==> config.mk <==
export PLATFORM = sky130hd
export DESIGN_NAME = csr_unit
export DESIGN_NICKNAME = d
export VERILOG_FILES = /design/src/rtl/csr_pkg.sv /design/src/rtl/csr_decode.sv /design/src/rtl/csr_alu.sv /design/src/rtl/csr_regfile.sv /design/src/rtl/csr_unit.sv
export SDC_FILE = /design/constraint.sdc
export NUM_CORES = 1
export LEC_CHECK = 0
export BUFFER_PORTS_ARGS = -buffer_cell sky130_fd_sc_hd__buf_2
export CAP_MARGIN = 5
export CORE_AREA = 2 2 151 153
export CTS_BUF_LIST = sky130_fd_sc_hd__clkbuf_8
export DETAILED_ROUTE_END_ITERATION = 8
export DIE_AREA = 0 0 153 155
export PLACE_DENSITY = 0.78
export SETUP_SLACK_MARGIN = 0.15
export SLEW_MARGIN = 20
export SYNTH_ARGS = -nofsm -noshare
export SYNTH_HDL_FRONTEND = slang
export SYNTH_SLANG_ARGS = --single-unit
==> constraint.sdc <==
create_clock -name clk -period 5.23 [get_ports clk]
set_input_delay 1.046 -clock clk [delete_from_list [all_inputs] [get_ports clk]]
set_output_delay 1.046 -clock clk [all_outputs]
set_load 0.02 [all_outputs]
==> src/rtl/csr_pkg.sv <==
package csr_pkg;
  typedef enum logic [1:0] {
    OP_NONE  = 2'b00,
    OP_WRITE = 2'b01,
    OP_SET   = 2'b10,
    OP_CLEAR = 2'b11
  } csr_op_e;

  typedef enum logic [1:0] {
    SEL_SCRATCH = 2'd0,
    SEL_STATUS  = 2'd1,
    SEL_ISA     = 2'd2,
    SEL_CYCLE   = 2'd3
  } csr_sel_e;

  localparam logic [11:0] ADDR_STATUS  = 12'h300;
  localparam logic [11:0] ADDR_ISA     = 12'h301;
  localparam logic [11:0] ADDR_SCRATCH = 12'h340;
  localparam logic [11:0] ADDR_CYCLE   = 12'hC00;
endpackage

==> src/rtl/csr_decode.sv <==
module csr_decode
  import csr_pkg::*;
(
  input  logic        valid_i,
  input  csr_op_e     op_i,
  input  logic [11:0] addr_i,
  input  logic [1:0]  priv_i,
  input  logic        src_zero_i,
  output csr_sel_e    sel_o,
  output logic        wr_req_o,
  output logic        illegal_o
);
  logic hit;
  logic read_only;
  logic priv_low;
  logic modifies;

  always_comb begin
    hit   = 1'b1;
    sel_o = SEL_SCRATCH;
    unique case (addr_i)
      ADDR_SCRATCH: sel_o = SEL_SCRATCH;
      ADDR_STATUS:  sel_o = SEL_STATUS;
      ADDR_ISA:     sel_o = SEL_ISA;
      ADDR_CYCLE:   sel_o = SEL_CYCLE;
      default:      hit   = 1'b0;
    endcase
  end

  always_comb begin
    read_only = (addr_i[11:10] == 2'b11);
    priv_low  = (priv_i < addr_i[9:8]);
    modifies  = (op_i == OP_WRITE) ||
                (((op_i == OP_SET) || (op_i == OP_CLEAR)) && !src_zero_i);
    illegal_o = valid_i && ((op_i == OP_NONE) || !hit || priv_low ||
                            (read_only && modifies));
    wr_req_o  = valid_i && modifies && !illegal_o;
  end
endmodule

==> src/rtl/csr_alu.sv <==
module csr_alu
  import csr_pkg::*;
#(
  parameter int XLEN = 64
) (
  input  csr_op_e          op_i,
  input  logic [XLEN-1:0]  old_i,
  input  logic [XLEN-1:0]  operand_i,
  output logic [XLEN-1:0]  new_o
);
  always_comb begin
    unique case (op_i)
      OP_WRITE: new_o = operand_i;
      OP_SET:   new_o = old_i | operand_i;
      OP_CLEAR: new_o = old_i & ~operand_i;
      default:  new_o = old_i;
    endcase
  end
endmodule

==> src/rtl/csr_regfile.sv <==
module csr_regfile
  import csr_pkg::*;
#(
  parameter int XLEN         = 64,
  parameter bit USER_PRESENT = 1'b1
) (
  input  logic            clk,
  input  logic            rst_n,
  input  logic            wr_en_i,
  input  csr_sel_e        sel_i,
  input  logic [XLEN-1:0] wdata_i,
  output logic [XLEN-1:0] rdata_o
);
  localparam logic [XLEN-1:0] ONE        = {{(XLEN-1){1'b0}}, 1'b1};
  localparam logic [XLEN-1:0] FIXED_MASK = (XLEN > 32) ? ((ONE << 32) | (ONE << 33)) : '0;
  localparam logic [XLEN-1:0] UXL_VAL    = ((XLEN > 32) && USER_PRESENT) ? (ONE << 33) : '0;
  localparam logic [XLEN-1:0] MXL_VAL    = (XLEN == 64) ? (ONE << (XLEN-1)) : (ONE << (XLEN-2));
  localparam logic [XLEN-1:0] ISA_VAL    = MXL_VAL | (ONE << 8) |
                                           (USER_PRESENT ? (ONE << 20) : '0);

  logic [XLEN-1:0] scratch_q, scratch_d;
  logic [XLEN-1:0] status_q,  status_d;
  logic [XLEN-1:0] cycle_q,   cycle_d;
  logic            scratch_en, status_en;

  always_comb begin
    scratch_en = wr_en_i && (sel_i == SEL_SCRATCH);
    status_en  = wr_en_i && (sel_i == SEL_STATUS);
    scratch_d  = wdata_i;
    status_d   = wdata_i & ~FIXED_MASK;
    cycle_d    = cycle_q + ONE;
  end

  always_ff @(posedge clk or negedge rst_n) begin
    if (!rst_n) begin
      scratch_q <= '0;
      status_q  <= '0;
      cycle_q   <= '0;
    end else begin
      if (scratch_en) scratch_q <= scratch_d;
      if (status_en)  status_q  <= status_d;
      cycle_q <= cycle_d;
    end
  end

  always_comb begin
    unique case (sel_i)
      SEL_SCRATCH: rdata_o = scratch_q;
      SEL_STATUS:  rdata_o = status_q | UXL_VAL;
      SEL_ISA:     rdata_o = ISA_VAL;
      default:     rdata_o = cycle_q;
    endcase
  end

  // counter advances by one each cycle out of reset
  p_cycle_step_r10: assert property (@(posedge clk) disable iff (!rst_n)
    rst_n |=> (cycle_q == $past(cycle_q) + ONE));

  // without a commit the stored registers hold
  p_hold_idle_r9: assert property (@(posedge clk) disable iff (!rst_n)
    !wr_en_i |=> ($stable(scratch_q) && $stable(status_q)));

  // a committed scratch write lands on the next edge
  p_scratch_commit_r2: assert property (@(posedge clk) disable iff (!rst_n)
    (wr_en_i && sel_i == SEL_SCRATCH) |=> (scratch_q == $past(wdata_i)));
endmodule

==> src/rtl/csr_unit.sv <==
module csr_unit
  import csr_pkg::*;
#(
  parameter int XLEN         = 64,
  parameter bit USER_PRESENT = 1'b1
) (
  input  logic            clk,
  input  logic            rst_n,
  input  logic            op_valid,
  input  logic [1:0]      op_code,
  input  logic            op_imm,
  input  logic [11:0]     csr_addr,
  input  logic [XLEN-1:0] src_value,
  input  logic [4:0]      imm5,
  input  logic            src_zero,
  input  logic [1:0]      priv,
  output logic [XLEN-1:0] rd_value,
  output logic            rd_we,
  output logic            illegal
);
  csr_op_e         op;
  csr_sel_e        sel;
  logic            wr_req;
  logic [XLEN-1:0] operand;
  logic [XLEN-1:0] old_val;
  logic [XLEN-1:0] new_val;

  assign op      = csr_op_e'(op_code);
  assign operand = op_imm ? {{(XLEN-5){1'b0}}, imm5} : src_value;

  csr_decode u_decode (
    .valid_i    (op_valid),
    .op_i       (op),
    .addr_i     (csr_addr),
    .priv_i     (priv),
    .src_zero_i (src_zero),
    .sel_o      (sel),
    .wr_req_o   (wr_req),
    .illegal_o  (illegal)
  );

  csr_alu #(.XLEN(XLEN)) u_alu (
    .op_i      (op),
    .old_i     (old_val),
    .operand_i (operand),
    .new_o     (new_val)
  );

  csr_regfile #(.XLEN(XLEN), .USER_PRESENT(USER_PRESENT)) u_regs (
    .clk     (clk),
    .rst_n   (rst_n),
    .wr_en_i (wr_req),
    .sel_i   (sel),
    .wdata_i (new_val),
    .rdata_o (old_val)
  );

  assign rd_value = old_val;
  assign rd_we    = op_valid && !illegal;

  // a plain write to a read-only address must trap
  p_ro_write_r6: assert property (@(posedge clk) disable iff (!rst_n)
    (op_valid && csr_addr[11:10] == 2'b11 && op_code == 2'b01) |-> illegal);

  // privilege below the address field must trap
  p_priv_gate_r7: assert property (@(posedge clk) disable iff (!rst_n)
    (op_valid && priv < csr_addr[9:8]) |-> (illegal && !rd_we));

  // a set or clear with a zero mask on the counter is legal in machine mode
  p_zero_mask_r8: assert property (@(posedge clk) disable iff (!rst_n)
    (op_valid && csr_addr == ADDR_CYCLE && op_code[1] && src_zero && priv == 2'b11) |-> !illegal);
endmodule

==> results.json <==
{
  "clk_latency_ns": 0.48,
  "dr_total_vias": 11000,
  "yosysWarnings": 0,
  "cp_slowest_stage_delay_ns": 0.49,
  "syn_area_per_cell_um2": 8.29,
  "max_slew_margin": 0.298,
  "grt_pass1_vias": 11100,
  "postPlaceCellArea_um2": 12900,
  "cts.sinks": 190,
  "antenna_found_initial": 0,
  "max_slew.worst_pin.slew_ns": 1.04,
  "synth_top_area_frac": 0.400,
  "grt_usage": 0.296,
  "crit_type": "in2out",
  "powerDensity_nw_per_um2": 204,
  "synth_commonest_cells": "293 x nor2_1, 220 x a21oi_1, 190 x dfrtp_1",
  "worst_setup_path_start_kind": "input pin",
  "skew_ns": 0.0166,
  "start_util": 0.535,
  "p_sw_frac": 0.266,
  "hp-class": "reg2reg",
  "drt-total-wl_um": 35100,
  "cts_hold_buf": 0,
  "irDropWorstVdd_v": 0.000163,
  "cts_setup_buffers": 0,
  "port_buffers": 155,
  "place_hpwl_um": 22100,
  "post_cts_resized": 0,
  "pwr-share-seq": 0.543,
  "ys.flop_type": "dfrtp_1",
  "drc": 0,
  "period_share": 0.844,
  "min_period_ns": 4.41,
  "cp.buffers_inverters": 4,
  "via_per_inst": 6.04,
  "status": "complete, no violations",
  "rows": 55,
  "cts_buffers": 17,
  "rsz0062_at_grt": "false",
  "grt_overflow": 0,
  "critPathSlowestCell": "nand4bb_1",
  "finalNetCount": 1624,
  "p_comb_frac": 0.094,
  "place.gp.congestion": 0.857,
  "final_max_slew_viol_count": 0,
  "cts_tree": "done",
  "final_hold_viol_count": 0,
  "dieArea_um2": 23700,
  "cp.required_ns": 4.18,
  "area_growth_pct": 11.4,
  "post-place-ws_ns": 0.945,
  "synth_edf_count": 0,
  "final_area_um2": 13200,
  "yosysSeqAreaShare": 0.400,
  "path_clk_slew_ns": 0.09,
  "cp_top_family": "compound AO/OA/AOI/OAI gates",
  "setup_viol": 0,
  "grt_first_pass_wirelength_um": 56600,
  "synth_cells": 1433,
  "crit_chain": "buf_2, nand4bb_1, o21ai_4, buf_4, a21boi_0, o22ai_1, inv_1, buf_2",
  "yosysMostFrequentCell": "nor2_1",
  "synth_top_area_cell": "dfrtp_1",
  "p_leak_nw": 6.34,
  "drt-initial-drc-count": 850,
  "fmax_ghz": 0.227,
  "cts.path.max_buffers": 2,
  "core_area_um2": 22200,
  "p_switching_mw": 0.721,
  "crit_top_cell": "buf_2",
  "n_fill_cell": 1983,
  "drive_above_1_share": 0.148,
  "cp-end-kind": "output pin",
  "synthTopCellsByArea": "dfrtp_1 40%, mux2i_1 10%, a21oi_1 9.3%, nor2_1 9.3%, xnor2_1 3.9%",
  "clkPwrFrac": 0.363,
  "setup_ws_ns": 0.817,
  "synth_seq_cells": 190,
  "wl_per_cell_um": 19.2,
  "cp.arrival_ns": 3.37,
  "pin_count": 156,
  "critPathMaxFanout": 37,
  "diodes": 0,
  "dr.pass1.iters": 5,
  "internal_power_mw": 1.99,
  "grt_max_degree": 117,
  "drtAntennaViolNets": 0,
  "ys_async_sr_fraction": 1.00,
  "die_h_um": 155,
  "syn-cell-area_um2": 11900,
  "setup-tns-final_ns": 0,
  "clockRootBuffer": "clkbuf_8",
  "syn-num-nets": 1525,
  "synth_cell_type_count": 49,
  "htree_num_levels": 4,
  "die_x_um": 153,
  "cap_violations": 0
}
## cells in the final DEF (no fill, tap or decap), drive strengths merged, types with 12 or more instances in the layout
master	netlist	layout
a21boi	54	54
a21oi	220	220
and3	12	12
buf	33	178
clkbuf	66	23
dfrtp	190	190
inv	60	65
mux2i	121	121
nand2	48	48
nand2b	58	58
nand3	28	28
nand4	25	25
nor2	294	294
o21ai	15	15
o22ai	56	56
xnor2	53	53
## flip-flops by register name, summed over array words and instances, names as in the netlist
name and cells:
u_regs.scratch_q 64, u_regs.cycle_q 64, u_regs.status_q 62
## metrics by stage
stage | power (mW) | hold slack [ns] | std cells | util
2_1_floorplan | 1.63 | 0.446 | 1433 | -
3_3_place_gp | 1.75 | 0.467 | 1798 | 0.578
3_5_place_dp | 1.75 | 0.470 | 1798 | 0.578
4_1_cts | 2.71 | 0.490 | 1829 | 0.596
5_1_grt | 2.80 | 0.514 | 1829 | 0.596
6_report | 2.71 | 0.487 | 1829 | 0.596
## cells by family after synthesis
kind of cell             Yosys count  synth area share
XOR/XNOR                          64            0.0472
AO/OA/AOI/OAI                    380             0.186
multiplexers                     121             0.102
flip-flops                       190             0.400
AND/OR/NAND/NOR                  516             0.206
buffers and inverters            160            0.0571
adder cells (fa/ha/maj)            2           0.00210
## power by group through the flow
stage	registers [mW]	logic, mW	clock network, mW
detailed placement	1.50	0.254	0
global route	1.47	0.284	1.05
CTS	1.47	0.255	0.989
floorplan	1.50	0.134	0
finish	1.47	0.255	0.982
global placement	1.50	0.250	0
## area by class of cell
class / instances / area [um2] / area share
multi-input combinational: 1083 / 6530 / 0.493
sequential: 190 / 4750 / 0.359
timing repair buffer: 179 / 990 / 0.0747
tap: 285 / 357 / 0.0269
clock buffer: 22 / 303 / 0.0229
inverter: 61 / 229 / 0.0173
clock inverter: 9 / 83.8 / 0.00633
## layer usage
layer  routed length, um  global-route usage  vias up  part of all wire
li1                    -                   -     5142                 -
met1               14400               0.382     5298              0.41
met2               16900               0.501      520              0.48
met3                2880              0.0421       79             0.082
met4                 890               0.127        0             0.025
met5                   0                   0        -                 0
## worst register-to-register path: stages (launching register included)
cell and delay, ns:
dfrtp_1 0.48, nand4_2 0.22, or4_4 0.61, nor4_4 0.88
nand4_1 0.23, xnor2_1 0.18
## path summary, 6_finish.rpt
check | start | endpoint | slack (ns) | depth (start not counted)
max in group asynchronous | rst_n | u_regs.status_q[56]$_DFFE_PN0P_ | 3.45 | 2
min | u_regs.scratch_q[20]$_DFFE_PN0P_ | u_regs.scratch_q[20]$_DFFE_PN0P_ | 0.49 | 2
max | csr_addr[8] | rd_value[53] | 0.82 | 8
min in group asynchronous | rst_n | u_regs.scratch_q[59]$_DFFE_PN0P_ | 0.70 | 1
max reg2reg | u_regs.cycle_q[2]$_DFF_PN0_ | u_regs.cycle_q[51]$_DFF_PN0_ | 2.52 | 5
min reg2reg | u_regs.scratch_q[20]$_DFFE_PN0P_ | u_regs.scratch_q[20]$_DFFE_PN0P_ | 0.49 | 2
Note: power is estimated with default switching activity, not from simulation.
